**config.mk**
```make
export PLATFORM = sky130hd
export DESIGN_NAME = clk_cal_prescaler
export DESIGN_NICKNAME = d
export VERILOG_FILES = /design/src/rtl/clk_cal_pkg.sv /design/src/rtl/clk_cal_fine.sv /design/src/rtl/clk_cal_coarse.sv /design/src/rtl/clk_cal_testwave.sv /design/src/rtl/clk_cal_seq.sv /design/src/rtl/clk_cal_prescaler.sv
export SDC_FILE = /design/constraint.sdc
export NUM_CORES = 1
export LEC_CHECK = 0
export BUFFER_PORTS_ARGS = -buffer_cell sky130_fd_sc_hd__buf_2
export CORE_UTILIZATION = 43
export CTS_BUF_LIST = sky130_fd_sc_hd__clkbuf_16
export DETAILED_ROUTE_END_ITERATION = 8
export PLACE_DENSITY = 0.68
export SLEW_MARGIN = 15
export SYNTH_ARGS = -nofsm -noshare
export SYNTH_HDL_FRONTEND = slang
export SYNTH_SLANG_ARGS = --single-unit
```
**constraint.sdc**
```tcl
create_clock -name clk -period 9.98 [get_ports clk]
set_input_delay 0.998 -clock clk [delete_from_list [all_inputs] [get_ports clk]]
set_output_delay 0.998 -clock clk [all_outputs]
set_load 0.03 [all_outputs]
```
**src/rtl/clk_cal_pkg.sv**
```systemverilog
package clk_cal_pkg;

    typedef enum logic [2:0] {
        SQ_HALT,
        SQ_PLAIN,
        SQ_PEND,
        SQ_ADJ,
        SQ_ADJ_PEND
    } seq_state_e;

    localparam int CYCLE_MINUTES = 64;

endpackage

```
**src/rtl/clk_cal_fine.sv**
```systemverilog
// Lowest divider stage: counts oscillator ticks in groups of 2^PRE_W.
// When stretch is high the group is half as long again (negative trim).
module clk_cal_fine #(
    parameter int PRE_W = 8
) (
    input  logic clk,
    input  logic rst_n,
    input  logic run,
    input  logic osc_tick,
    input  logic stretch,
    output logic pre_stb
);
    localparam int CNT_W = PRE_W + 1;
    localparam logic [CNT_W-1:0] BASE_TERM = CNT_W'(2**PRE_W - 1);
    localparam logic [CNT_W-1:0] LONG_TERM = CNT_W'(2**PRE_W + 2**(PRE_W-1) - 1);

    logic [CNT_W-1:0] cnt;
    logic [CNT_W-1:0] term;

    always_comb begin
        term    = stretch ? LONG_TERM : BASE_TERM;
        pre_stb = run && osc_tick && (cnt >= term);
    end

    always_ff @(posedge clk or negedge rst_n) begin
        if (!rst_n) begin
            cnt <= '0;
        end else if (!run) begin
            cnt <= '0;
        end else if (osc_tick) begin
            cnt <= pre_stb ? '0 : cnt + 1'b1;
        end
    end
endmodule

```
**src/rtl/clk_cal_coarse.sv**
```systemverilog
// Upper divider stage: counts prescaler strobes up to one second.
// When skip is high one strobe period is dropped (positive trim).
module clk_cal_coarse #(
    parameter int HI_W = 7
) (
    input  logic clk,
    input  logic rst_n,
    input  logic run,
    input  logic pre_stb,
    input  logic skip,
    output logic last,
    output logic sec_end
);
    localparam logic [HI_W-1:0] FULL_TERM  = HI_W'(2**HI_W - 1);
    localparam logic [HI_W-1:0] SHORT_TERM = HI_W'(2**HI_W - 2);

    logic [HI_W-1:0] hi;
    logic [HI_W-1:0] term;

    always_comb begin
        term    = skip ? SHORT_TERM : FULL_TERM;
        last    = (hi >= term);
        sec_end = pre_stb && last;
    end

    always_ff @(posedge clk or negedge rst_n) begin
        if (!rst_n) begin
            hi <= '0;
        end else if (!run) begin
            hi <= '0;
        end else if (pre_stb) begin
            hi <= sec_end ? '0 : hi + 1'b1;
        end
    end
endmodule

```
**src/rtl/clk_cal_testwave.sv**
```systemverilog
// Free-running uncorrected counter giving the test square wave.
module clk_cal_testwave #(
    parameter int FT_W = 6
) (
    input  logic clk,
    input  logic rst_n,
    input  logic run,
    input  logic osc_tick,
    input  logic ft_en,
    output logic ft_wave
);
    logic [FT_W-1:0] cnt;

    always_ff @(posedge clk or negedge rst_n) begin
        if (!rst_n) begin
            cnt <= '0;
        end else if (!run) begin
            cnt <= '0;
        end else if (osc_tick) begin
            cnt <= cnt + 1'b1;
        end
    end

    assign ft_wave = ft_en && run && cnt[FT_W-1];
endmodule

```
**src/rtl/clk_cal_seq.sv**
```systemverilog
// Correction sequencer: tracks the minute index, decides per minute whether
// a second is trimmed, and selects which second carries the trim.
module clk_cal_seq
    import clk_cal_pkg::*;
#(
    parameter int MAG_W = 5,
    parameter int MIN_W = 6
) (
    input  logic             clk,
    input  logic             rst_n,
    input  logic             run,
    input  logic             minute_edge,
    input  logic [MAG_W-1:0] cal_mag,
    input  logic             cal_pos,
    input  logic             sec_end,
    output logic             skip,
    output logic             stretch_arm,
    output logic [MIN_W-1:0] cal_minute,
    output logic             sec_tick
);
    seq_state_e state, state_nx;

    logic [MIN_W-1:0] next_idx;
    logic             edge_ok;
    logic             want;
    logic             req_pos;
    logic             act_pos;
    logic             adjusting;

    always_comb begin
        next_idx = cal_minute + {{(MIN_W-1){1'b0}}, 1'b1};
        edge_ok  = minute_edge && run;
        want     = (cal_mag != '0) && (int'(next_idx) < 2 * int'(cal_mag));
    end

    // next-state logic
    always_comb begin
        state_nx = state;
        unique case (state)
            SQ_HALT: begin
                state_nx = SQ_PLAIN;
            end
            SQ_PLAIN: begin
                if (edge_ok && want) begin
                    state_nx = sec_end ? SQ_ADJ : SQ_PEND;
                end
            end
            SQ_PEND: begin
                if (edge_ok) begin
                    if (!want)        state_nx = SQ_PLAIN;
                    else if (sec_end) state_nx = SQ_ADJ;
                end else if (sec_end) begin
                    state_nx = SQ_ADJ;
                end
            end
            SQ_ADJ: begin
                if (sec_end) begin
                    state_nx = (edge_ok && want) ? SQ_ADJ : SQ_PLAIN;
                end else if (edge_ok && want) begin
                    state_nx = SQ_ADJ_PEND;
                end
            end
            SQ_ADJ_PEND: begin
                if (sec_end) begin
                    state_nx = (edge_ok && !want) ? SQ_PLAIN : SQ_ADJ;
                end else if (edge_ok && !want) begin
                    state_nx = SQ_ADJ;
                end
            end
            default: state_nx = SQ_HALT;
        endcase
        if (!run) state_nx = SQ_HALT;
    end

    // state register
    always_ff @(posedge clk or negedge rst_n) begin
        if (!rst_n) state <= SQ_HALT;
        else        state <= state_nx;
    end

    // minute index and sampled sign
    always_ff @(posedge clk or negedge rst_n) begin
        if (!rst_n) begin
            cal_minute <= '1;
            req_pos    <= 1'b0;
            act_pos    <= 1'b0;
        end else begin
            if (edge_ok) begin
                cal_minute <= next_idx;
                req_pos    <= cal_pos;
            end
            if (sec_end && state_nx == SQ_ADJ) begin
                act_pos <= edge_ok ? cal_pos : req_pos;
            end
        end
    end

    // outputs
    always_comb begin
        adjusting   = (state == SQ_ADJ) || (state == SQ_ADJ_PEND);
        skip        = adjusting && act_pos;
        stretch_arm = adjusting && !act_pos;
    end

    always_ff @(posedge clk or negedge rst_n) begin
        if (!rst_n) sec_tick <= 1'b0;
        else        sec_tick <= sec_end;
    end
endmodule

```
**src/rtl/clk_cal_prescaler.sv**
```systemverilog
module clk_cal_prescaler #(
    parameter int PRE_W = 8,
    parameter int SEC_W = 15,
    parameter int MAG_W = 5,
    parameter int MIN_W = 6,
    parameter int FT_W  = 6
) (
    input  logic             clk,
    input  logic             rst_n,
    input  logic             osc_tick,
    input  logic [MAG_W-1:0] cal_mag,
    input  logic             cal_pos,
    input  logic             stop,
    input  logic             ft_en,
    input  logic             minute_edge,
    output logic             sec_tick,
    output logic [MIN_W-1:0] cal_minute,
    output logic             ft_wave
);
    localparam int HI_W = SEC_W - PRE_W;

    logic run;
    logic pre_stb;
    logic last;
    logic sec_end;
    logic cal_skip;
    logic stretch_arm;
    logic cal_stretch;

    assign run         = !stop;
    assign cal_stretch = stretch_arm && last;

    clk_cal_fine #(.PRE_W(PRE_W)) u_fine (
        .clk      (clk),
        .rst_n    (rst_n),
        .run      (run),
        .osc_tick (osc_tick),
        .stretch  (cal_stretch),
        .pre_stb  (pre_stb)
    );

    clk_cal_coarse #(.HI_W(HI_W)) u_coarse (
        .clk     (clk),
        .rst_n   (rst_n),
        .run     (run),
        .pre_stb (pre_stb),
        .skip    (cal_skip),
        .last    (last),
        .sec_end (sec_end)
    );

    clk_cal_seq #(.MAG_W(MAG_W), .MIN_W(MIN_W)) u_seq (
        .clk         (clk),
        .rst_n       (rst_n),
        .run         (run),
        .minute_edge (minute_edge),
        .cal_mag     (cal_mag),
        .cal_pos     (cal_pos),
        .sec_end     (sec_end),
        .skip        (cal_skip),
        .stretch_arm (stretch_arm),
        .cal_minute  (cal_minute),
        .sec_tick    (sec_tick)
    );

    clk_cal_testwave #(.FT_W(FT_W)) u_wave (
        .clk      (clk),
        .rst_n    (rst_n),
        .run      (run),
        .osc_tick (osc_tick),
        .ft_en    (ft_en),
        .ft_wave  (ft_wave)
    );
endmodule

```
==> results.txt, run 1 <==
Outcome: complete, but fails checks
Failing checks: DRC
VDD IR max: 0.0000947 V
Congestion Overflow GR: 0
Mapped Cells: 217
Combinational power share: 0.273
Power Density: 195 nW/um^2
Initial antenna violation count: 0
Seq pwr share: 0.406
Psw: 0.000144 W
Switching part of the total: 0.324
Crit-path slowest cell: or3_2
Routed wire length: 3.67 mm
Final Skew: 0.00254 ns
Measured slew at the worst slew-check pin: 0.755 ns
Area Growth Syn to Fin: 12.6%
Port Buffers: 19
Io pins: 20
Final Hold Viols: 0
Fmax: 231 MHz
Reg clk slew, reported paths: 0.05 ns
Syn nets: 240
Die Ht: 70.8 um
Post-synth EDFFs: 0
DR DRC count: 4
RSZ-0062 raised after global routing: false
Post-synth ARST share: 1.00
Syn Area/Cell: 9.37 um^2
Min-Delay Path Class: reg -> reg
Die Area: 5010 um^2
Initial Utilization: 0.457
Tmin final: 4.33 ns
DP Area: 2150 um^2
Critical-path maximum fanout: 10
DP Wirelength: 2.55 mm
Clock power share: 0.322
GRT Total Usage: 0.164
Share of layout cells above drive strength 1: 0.173
CP Launch Type: flop
Initial DRC count: 90
Final setup viols: 0
Main flop type after synthesis: dfrtp_1
Core Box Area: 4440 um^2
Final WS setup: 5.65 ns
CTS tree: yes
Total CTS buffers: 5
Sequential share of the synthesized area: 0.422
Worst R2R Setup Slack: 5.65 ns
Crit path top cell by count: ha_1
Std-Cell Rows: 24
Via count: 1547
Setup TNS: 0 ns
CP Cell Sequence: nor3b_1 > a21oi_1 > nand2b_1 > ha_1 > nor2b_1 > or4_4 > or3_2 > ha_1 > nand3b_1 > nor4_2 > o21bai_4 > mux2i_1 > o32ai_1 > o21ai_1 > mux2_1
Pre-CTS setup slack: 5.69 ns
RD Place Congestion: 0.805
Max-slew headroom: 0.497
Number of diodes: 0
Leak: 1.04 nW
CTS sink count: 34
Worst Path Required: 10.14 ns
Final period utilization: 0.434
Root Driver: clkbuf_16
Worst Path Arrival: 4.48 ns
Slowest stage delay, CP: 0.49 ns
Pin count of the biggest net entering global routing: 35
# Post-CTS Setup Buffers: 0
PostCTS Resize Cnt: 0
CP Capture Type: flop
Final instance area: 2290 um^2
Commonest cells after routing, fill and taps aside: 28 x dfrtp_1, 24 x nand2_1, 24 x nor2_1
Via density per instance: 5.35
P_int: 0.000301 W
Drt pass-1 iters: 6
Most common cell after layout, fill and taps aside: dfrtp_1
Critical path class: reg -> reg
H-tree levels: 2
CTS Buffer Depth: 2
Yosys warns: 0
Wire length per cell: 12.7 um
Vias in the first global route: 1470
Mapped cell area: 2030 um^2
Die width: 70.8 um
Synth cell types: 50
Hold_buf cts: 0
MaxCap Viol Count: 0
Yosys reg bits: 34
# nets final: 259
Post-route ant nets: 0
Worst skew pair latency: 0.27 ns
First-pass GRT wire length: 6.46 mm
Slew Limit Fails: 0
[routing by layer]
metal | part of all wire | routed length [um] | GRT usage
met5 | 0 | 0 | 0
met4 | 0.015 | 54 | 0.0822
met3 | 0.035 | 127 | 0.0427
met2 | 0.44 | 1620 | 0.247
met1 | 0.51 | 1870 | 0.220
[power groups by stage]
| stage | Sequential [W] | Clock [W] | Combinational, W |
|---|---|---|---|
| after global routing | 0.000184 | 0.000155 | 0.000134 |
| final | 0.000181 | 0.000143 | 0.000122 |
| after floorplan | 0.000202 | 0 | 0.0000732 |
| after CTS | 0.000181 | 0.000148 | 0.000123 |
| after detailed placement | 0.000183 | 0 | 0.000122 |
| after global placement | 0.000182 | 0 | 0.000121 |
[final timing paths]
check,end,start,cells after the start
setup / recovery,u_seq.act_pos$_DFFE_PN0P_,u_seq.state[0]$_DFF_PN0_,15
hold / removal,u_seq.cal_minute[1]$_DFFE_PN1P_,u_seq.cal_minute[1]$_DFFE_PN1P_,2
setup reg to reg,u_seq.act_pos$_DFFE_PN0P_,u_seq.state[0]$_DFF_PN0_,15
hold reg to reg,u_seq.cal_minute[1]$_DFFE_PN1P_,u_seq.cal_minute[1]$_DFFE_PN1P_,2
max in group asynchronous,u_fine.cnt[2]$_DFFE_PN0P_,rst_n,1
min in group asynchronous,u_seq.act_pos$_DFFE_PN0P_,rst_n,1
[metrics by stage]
step                 util  instances  hold slack, ns  power, W
floorplan               -        217           0.434  0.000275
global placement    0.484        281           0.470  0.000303
detailed placement  0.484        281           0.465  0.000305
CTS                 0.515        289           0.474  0.000451
global route        0.515        289           0.513  0.000472
finish              0.515        289           0.479  0.000446
[logic make-up (layout without fill, tap and decap cells)]
logic type,count (synthesis),in the layout,synth area share
compound gates,40,40,0.137
xor+xnor,20,20,0.0862
fa+ha+maj,11,11,0.0677
buf+inv,18,38,0.0412
flops,34,34,0.422
mux,4,4,0.0203
simple gates,90,90,0.225
[Yosys cell counts (all sizes together), types with 2 or more instances]
cell | number | share of area
nor3b | 2 | 0.0074
clkbuf | 4 | 0.0080
a311oi | 2 | 0.0086
a31oi | 5 | 0.015
nand4 | 5 | 0.015
buf | 3 | 0.013
nand2 | 25 | 0.047
or2b | 2 | 0.0080
dfrtp | 28 | 0.34
nor2b | 3 | 0.0092
ha | 11 | 0.068
xor2 | 11 | 0.047
a21boi | 2 | 0.0092
or3 | 4 | 0.013
o22ai | 3 | 0.0092
a21oi | 7 | 0.017
nand3 | 6 | 0.015
inv | 11 | 0.020
nand2b | 8 | 0.025
a31o | 2 | 0.0086
nor2 | 24 | 0.044
xnor2 | 9 | 0.039
dfstp | 6 | 0.078
nor3 | 4 | 0.0098
mux2i | 3 | 0.015
o21ai | 10 | 0.025
[registers in the layout (all words and copies together), names as in the netlist]
signal / count
u_seq.sec_tick: 1
u_seq.req_pos: 1
u_fine.cnt: 9
u_seq.act_pos: 1
u_coarse.hi: 7
u_seq.state: 3
u_wave.cnt: 6
u_seq.cal_minute: 6
[final cells by class]
class,count,area (um^2)
Clock buffer,5,125
Inverter,11,41.3
Sequential cell,34,858
Fill cell,425,2160
Clock inverter,3,12.5
Timing Repair Buffer,19,95.1
Multi-Input combinational cell,165,1090
Tap cell,52,65.1
[critical path: cells and delay by family (launching register included)]
family	cells	cell delay [ns]
AOI/OAI and AO/OA	4	0.70
DFF	1	0.46
muxes	2	0.47
adders and majority gates	2	0.60
and+or+nand+nor	7	1.96
Power figures use the tool's default switching activity.
==> run 2: changes to the inputs <==
- clock period: 9.98 -> 4 ns (I/O delays scaled with it)
==> run 2 against run 1 <==
  * The flow still finishes with violations (DRC)
  * Routed wire length is 3.0% higher
  * Flip-flop and latch count unchanged
  * Sequential power is 150% higher
  * Critical path depth grew 1
  * Non-clock buffer count increased by 8
  * Clock power rose by 150%
==> results.txt, run 2 (synthesis results as in run 1) <==
Fmax: 262 MHz (+14%)
H-tree levels: 2 (unchanged)
Initial Utilization: 0.457 (unchanged)
Final Skew: 0.00323 ns (+0.000692 ns)
Vias in the first global route: 1463 (-0.48%)
Pin count of the biggest net entering global routing: 35 (unchanged)
Largest register FFs: 9 (unchanged)
CP Capture Type: flop
Area Growth Syn to Fin: 17.8%
MaxCap Viol Count: 0 (unchanged)
Total CTS buffers: 5 (unchanged)
Drt pass-1 iters: 6 (unchanged)
First-pass GRT wire length: 6.54 mm (+1.3%)
Worst skew pair latency: 0.28 ns (about the same)
CTS Buffer Depth: 2 (unchanged)
Failing checks: DRC
Leak: 1.09 nW (+4.2%)
Final Hold Viols: 0 (unchanged)
Most flop-heavy register: u_fine.cnt
Initial DRC count: 36 (-60%)
Worst r2r dst: u_seq.act_pos$_DFFE_PN0P_
Die Ht: 70.8 um (unchanged)
Crit path max-delay family: simple AND/OR/NAND/NOR gates
Min-Delay Path Class: in -> async
DR DRC count: 4 (unchanged)
Port Buffers: 19 (unchanged)
# nets final: 267 (+3.1%)
Biggest regs: u_fine.cnt (9), u_coarse.hi (7)
Crit Reg-Reg Startpoint: u_seq.state[1]$_DFF_PN0_
Fillers: 420 (-1.2%)
Non-Filler Instances: 296 (+2.4%)
VDD IR max: 0.000238 V (+150%)
Routed wire length: 3.78 mm (+3.0%)
CTS sink count: 34 (unchanged)
Via count: 1566 (+1.2%)
Worst Path Required: 4.16 ns (-5.98 ns)
CP Cell Sequence: nor3b_4 > a21oi_1 > nand2b_1 > ha_1 > nor2b_1 > or4_4 > or3_4 > ha_4 > nand3b_1 > nor4_2 > buf_4 > o21bai_4 > mux2i_1 > o32ai_2 > o21ai_1 > mux2_1
Hold_buf cts: 0 (unchanged)
Wire length per cell: 12.8 um (+0.53%)
Placed insts: 287 (+2.1%)
Final period utilization: 0.953 (+0.519)
Congestion Overflow GR: 0 (unchanged)
Crit-path slowest cell: dfrtp_1
Share of layout cells above drive strength 1: 0.234 (+0.0606)
Final setup viols: 0 (unchanged)
Max-slew headroom: 0.503 (+0.00609)
Via density per instance: 5.29 (-1.2%)
GRT Total Usage: 0.167 (+0.00280)
Final Util: 0.539 (+0.0242)
Stages on the worst setup path: 16 (+1)
Most common cell after layout, fill and taps aside: dfrtp_1
Slew Limit Fails: 0 (unchanged)
CTS tree: yes
Worst R2R Setup Slack: 0.19 ns (-5.46 ns)
DP Wirelength: 2.68 mm (+4.9%)
Crit path from: u_seq.state[1]$_DFF_PN0_
Critical-path maximum fanout: 6 (-4)
Power Density: 470 nW/um^2 (+140%)
Root Driver: clkbuf_16
CP Launch Type: flop
Critical path class: reg -> reg
Commonest cells after routing, fill and taps aside: 27 x dfrtp_1, 24 x nand2_1, 24 x nor2_1
Tmin final: 3.81 ns (-0.516 ns)
Register-to-Register Path Depth: 16 (+1)
Std-Cell Rows: 24 (unchanged)
Crit path buf inv count: 1 (+1)
Measured slew at the worst slew-check pin: 0.746 ns (-0.00914 ns)
Slowest stage delay, CP: 0.41 ns (-0.08 ns)
Register area: 860 um^2 (+0.15%)
Pre-CTS setup slack: -0.126 ns (-5.82 ns)
Number of diodes: 0 (unchanged)
Die width: 70.8 um (unchanged)
Worst Path Arrival: 3.97 ns (-0.51 ns)
Post-route ant nets: 0 (unchanged)
Outcome: complete, but fails checks
Reg clk slew, reported paths: 0.05 ns (about the same)
Die Area: 5010 um^2 (unchanged)
Core Box Area: 4440 um^2 (unchanged)
Multi-input logic area: 1140 um^2 (+4.5%)
Critical Path Sink: u_seq.act_pos$_DFFE_PN0P_
Io pins: 20 (unchanged)
RD Place Congestion: 0.798 (-0.86%)
Pwr Total: 0.00113 W (+150%)
Initial antenna violation count: 0 (unchanged)
Final WS setup: 0.188 ns (-5.46 ns)
[run 2: final cells by class]
class,instances,share of cell area
inverter,11,0.0172
timing repair buffer,27,0.0648
multi-input combinational,165,0.476
clock inverter,2,0.00418
tap,52,0.0272
sequential,34,0.359
clock buffer,5,0.0522
[run 2: worst min-delay path by stage]
stage	cells past startpoint	slack, ns	from	end
final	1	0.19	rst_n	u_fine.cnt[5]$_DFFE_PN0P_
after CTS	1	0.23	rst_n	u_coarse.hi[1]$_DFFE_PN0P_
after detailed placement	2	0.48	u_seq.cal_minute[1]$_DFFE_PN1P_	u_seq.cal_minute[1]$_DFFE_PN1P_
after floorplan	0	0.10	rst_n	u_coarse.hi[0]$_DFFE_PN0P_
after global placement	2	0.46	u_seq.cal_minute[1]$_DFFE_PN1P_	u_seq.cal_minute[1]$_DFFE_PN1P_
after global routing	1	0.25	rst_n	u_coarse.hi[1]$_DFFE_PN0P_
[run 2: worst register-to-register path: stages, from the launching register on]
cell,delay [ns]
dfrtp_1,0.41
nor3b_4,0.21
a21oi_1,0.08
nand2b_1,0.15
ha_1,0.27
nor2b_1,0.04
or4_4,0.41
or3_4,0.40
ha_4,0.28
nand3b_1,0.08
nor4_2,0.21
buf_4,0.17
o21bai_4,0.10
mux2i_1,0.14
o32ai_2,0.30
o21ai_1,0.12
mux2_1,0.32
[run 2: routing by layer]
| layer | GRT usage | up-vias | wire (um) |
|---|---|---|---|
| li1 | - | 807 | - |
| met1 | 0.219 | 731 | 1930 |
| met2 | 0.254 | 21 | 1640 |
| met3 | 0.0484 | 7 | 126 |
| met4 | 0.0800 | 0 | 85 |
| met5 | 0 | - | 0 |
[run 2: stage by stage]
stage	cell area, um^2	hold slack, ns	TNS [ns]
2_1_floorplan	2030	0.104	0
5_1_grt	2400	0.252	-0.00346
3_5_place_dp	2200	0.477	-0.126
6_report	2400	0.191	0
3_3_place_gp	2200	0.463	0
4_1_cts	2340	0.229	0
[run 2: power by group]
| part | switching [W] | leakage (nW) | internal (W) | total [W] |
|---|---|---|---|---|
| registers | 0.0000462 | 0.446 | 0.000402 | 0.000448 |
| clock network | 0.000132 | 0.0694 | 0.000224 | 0.000356 |
| logic | 0.000190 | 0.573 | 0.000134 | 0.000323 |
| total | 0.000368 | 1.09 | 0.000760 | 0.00113 |
[run 2: what timing repair did]
action,in CTS,in global routing
gates resized for setup,2,7
buffers inserted,0,2
setup endpoints to repair,1,2
pin swaps,0,1
==> run 3: changes to the inputs <==
- BUFFER_PORTS_ARGS: -buffer_cell sky130_fd_sc_hd__buf_2 -> -buffer_cell sky130_fd_sc_hd__buf_4
==> run 3 against run 2 <==
  * The flow still finishes with violations (DRC)
  * Via count is 2.7% higher
  * Highest routed layer unchanged
  * Final area is 1.3% higher
  * Sequential share of layout area is 0.51 points lower
  * Core utilization is 0.70 points higher
  * Worst hold slack worse by 0.12 ns
  * Global-route usage is 1.5 points higher
  * Critical path type unchanged
  * Clock skew is 0.0024 ns higher
  * Setup slack worse by 0.022 ns
  * Clock power hardly changed
  * Non-clock buffer count is 1 higher
  * Sequential power hardly changed
==> results.txt, run 3 (synthesis results as in run 1) <==
Outcome: complete, but fails checks
Failing checks: DRC
Std-Cell Rows: 24 (unchanged)
Final Util: 0.546 (+0.00704)
Post-route ant nets: 0 (unchanged)
Crit path from: u_seq.state[0]$_DFF_PN0_
Die Ht: 70.8 um (unchanged)
Via density per instance: 5.42 (+2.4%)
RD Place Congestion: 0.815 (+2.1%)
Routed wire length: 3.97 mm (+5.0%)
Worst r2r dst: u_seq.act_pos$_DFFE_PN0P_
Final setup viols: 0 (unchanged)
Commonest cells after routing, fill and taps aside: 28 x buf_4, 28 x dfrtp_1, 24 x nand2_1, 24 x nor2_1, 13 x inv_1
Wire length per cell: 13.4 um (+4.7%)
Final Skew: 0.00562 ns (+0.00239 ns)
Seq pwr share: 0.392 (-0.005)
DP Area: 2260 um^2 (+2.8%)
Multi-input logic area: 1120 um^2 (-1.8%)
Io pins: 20 (unchanged)
Final instance area: 2430 um^2 (+1.3%)
RSZ-0062 raised after global routing: false
Worst Path Arrival: 3.99 ns (+0.02 ns)
Crit Reg-Reg Startpoint: u_seq.state[0]$_DFF_PN0_
Critical path class: reg -> reg
Biggest regs: u_fine.cnt (9), u_coarse.hi (7)
Max-slew headroom: 0.618 (+0.115)
CTS Buffer Depth: 2 (unchanged)
Setup TNS: 0 ns (unchanged)
CTS sink count: 34 (unchanged)
Combinational power share: 0.295 (+0.008)
Critical Path Sink: u_seq.act_pos$_DFFE_PN0P_
Register area: 858 um^2 (-0.15%)
Final period utilization: 0.958 (+0.00551)
Largest register FFs: 9 (unchanged)
Reg clk slew, reported paths: 0.05 ns (about the same)
Congestion Overflow GR: 0 (unchanged)
Tmin final: 3.83 ns (+0.0220 ns)
Pre-CTS setup slack: 0.0253 ns (+0.151 ns)
Power Density: 472 nW/um^2 (+0.39%)
CP Capture Type: flop
Port Buffers: 19 (unchanged)
Clock power share: 0.313 (-0.003)
Initial DRC count: 97 (+170%)
Register-to-Register Path Depth: 17 (+1)
Measured slew at the worst slew-check pin: 0.572 ns (-0.174 ns)
Switching part of the total: 0.325 (-0.00136)
Core Box Area: 4440 um^2 (unchanged)
Number of diodes: 0 (unchanged)
Share of layout cells above drive strength 1: 0.212 (-0.0214)
Min-Delay Path Class: in -> async
Total CTS buffers: 5 (unchanged)
MaxCap Viol Count: 0 (unchanged)
Hold_buf cts: 0 (unchanged)
First-pass GRT wire length: 7.20 mm (+10%)
CP Launch Type: flop
GRT Total Usage: 0.182 (+0.0154)
P_int: 0.000774 W (+1.9%)
Fillers: 420 (unchanged)
VDD IR max: 0.000269 V (+13%)
Leak: 1.11 nW (+2.1%)
DR DRC count: 4 (unchanged)
Vias in the first global route: 1605 (+9.7%)
Initial antenna violation count: 0 (unchanged)
Final WS setup: 0.166 ns (-0.0220 ns)
Final Hold Viols: 0 (unchanged)
Initial Utilization: 0.457 (unchanged)
Slew Limit Fails: 0 (unchanged)
Root Driver: clkbuf_16
Die width: 70.8 um (unchanged)
Critical-path maximum fanout: 6 (unchanged)
Worst skew pair latency: 0.28 ns (about the same)
Psw: 0.000372 W (+1.3%)
Worst R2R Setup Slack: 0.17 ns (-0.02 ns)
Fmax: 261 MHz (-0.57%)
DP Wirelength: 2.76 mm (+3.0%)
Area Growth Syn to Fin: 19.4%
Drt pass-1 iters: 6 (unchanged)
Pin count of the biggest net entering global routing: 35 (unchanged)
Via count: 1609 (+2.7%)
CTS tree: yes
Pwr Total: 0.00115 W (+1.7%)
# nets final: 268 (+0.37%)
Worst Path Required: 4.16 ns (about the same)
Die Area: 5010 um^2 (unchanged)
H-tree levels: 2 (unchanged)
Most flop-heavy register: u_fine.cnt
[run 3: cell count changes in the layout (fill, tap and decap cells not counted), sizes merged]
cell	previous run	this run
inv	11	13
buf	27	28
clkinv	2	0
[run 3: timing repair]
| action | 4_1_cts | 5_1_grt |
|---|---|---|
| buffers inserted | 0 | 1 |
| pin swaps | 0 | 1 |
| resized for setup | 1 | 3 |
| endpoints found under the setup margin | 1 | 3 |
| hold endpoints to repair | 0 | 0 |
[run 3: through the flow]
step           std cells  hold WS, ns
2_1_floorplan        217        0.104
3_3_place_gp         289        0.383
3_5_place_dp         289        0.382
4_1_cts              296       0.0923
5_1_grt              297        0.110
6_report             297       0.0663
[run 3: worst min path at each step]
stage	to	cells after the start	startpoint
detailed placement	u_coarse.hi[5]$_DFFE_PN0P_	1	rst_n
finish	u_coarse.hi[5]$_DFFE_PN0P_	1	rst_n
global route	u_coarse.hi[5]$_DFFE_PN0P_	1	rst_n
floorplan	u_coarse.hi[0]$_DFFE_PN0P_	0	rst_n
global placement	u_coarse.hi[5]$_DFFE_PN0P_	1	rst_n
CTS	u_seq.act_pos$_DFFE_PN0P_	1	rst_n
[run 3: per-layer routing]
layer	routed length, um	part of all wire	track usage
met1	1900	0.48	0.236
met2	1860	0.47	0.292
met3	142	0.036	0.0399
met4	72	0.018	0.0889
met5	0	0	0
[run 3: critical path, stage by stage (launching register included)]
cell and delay (ns):
dfrtp_1 0.38, nor3b_2 0.23, a21oi_1 0.08, nand2b_1 0.15, ha_1 0.28, nor2b_1 0.04, or4_4 0.41, or3_4 0.40
ha_4 0.28, nand3b_1 0.08, nor4_2 0.23, buf_4 0.17, o21bai_4 0.10, buf_4 0.15, a21o_1 0.15, a21boi_2 0.16
o21ai_1 0.09, mux2_1 0.32
[run 3: power by group through the flow]
stage / sequential, W / combinational (W) / clock (W)
floorplan: 0.000504 / 0.000183 / 0
global placement: 0.000453 / 0.000329 / 0
detailed placement: 0.000454 / 0.000337 / 0
CTS: 0.000450 / 0.000339 / 0.000365
global route: 0.000458 / 0.000374 / 0.000382
finish: 0.000449 / 0.000338 / 0.000359
[run 3: final cells by class]
cell class / instances / share of cell area
inverters: 11 / 0.0170
multi-input cells: 165 / 0.461
clock buffers: 5 / 0.0515
flip-flops and latches: 34 / 0.354
well taps: 52 / 0.0268
repair buffers: 28 / 0.0866
clock inverters: 2 / 0.00309
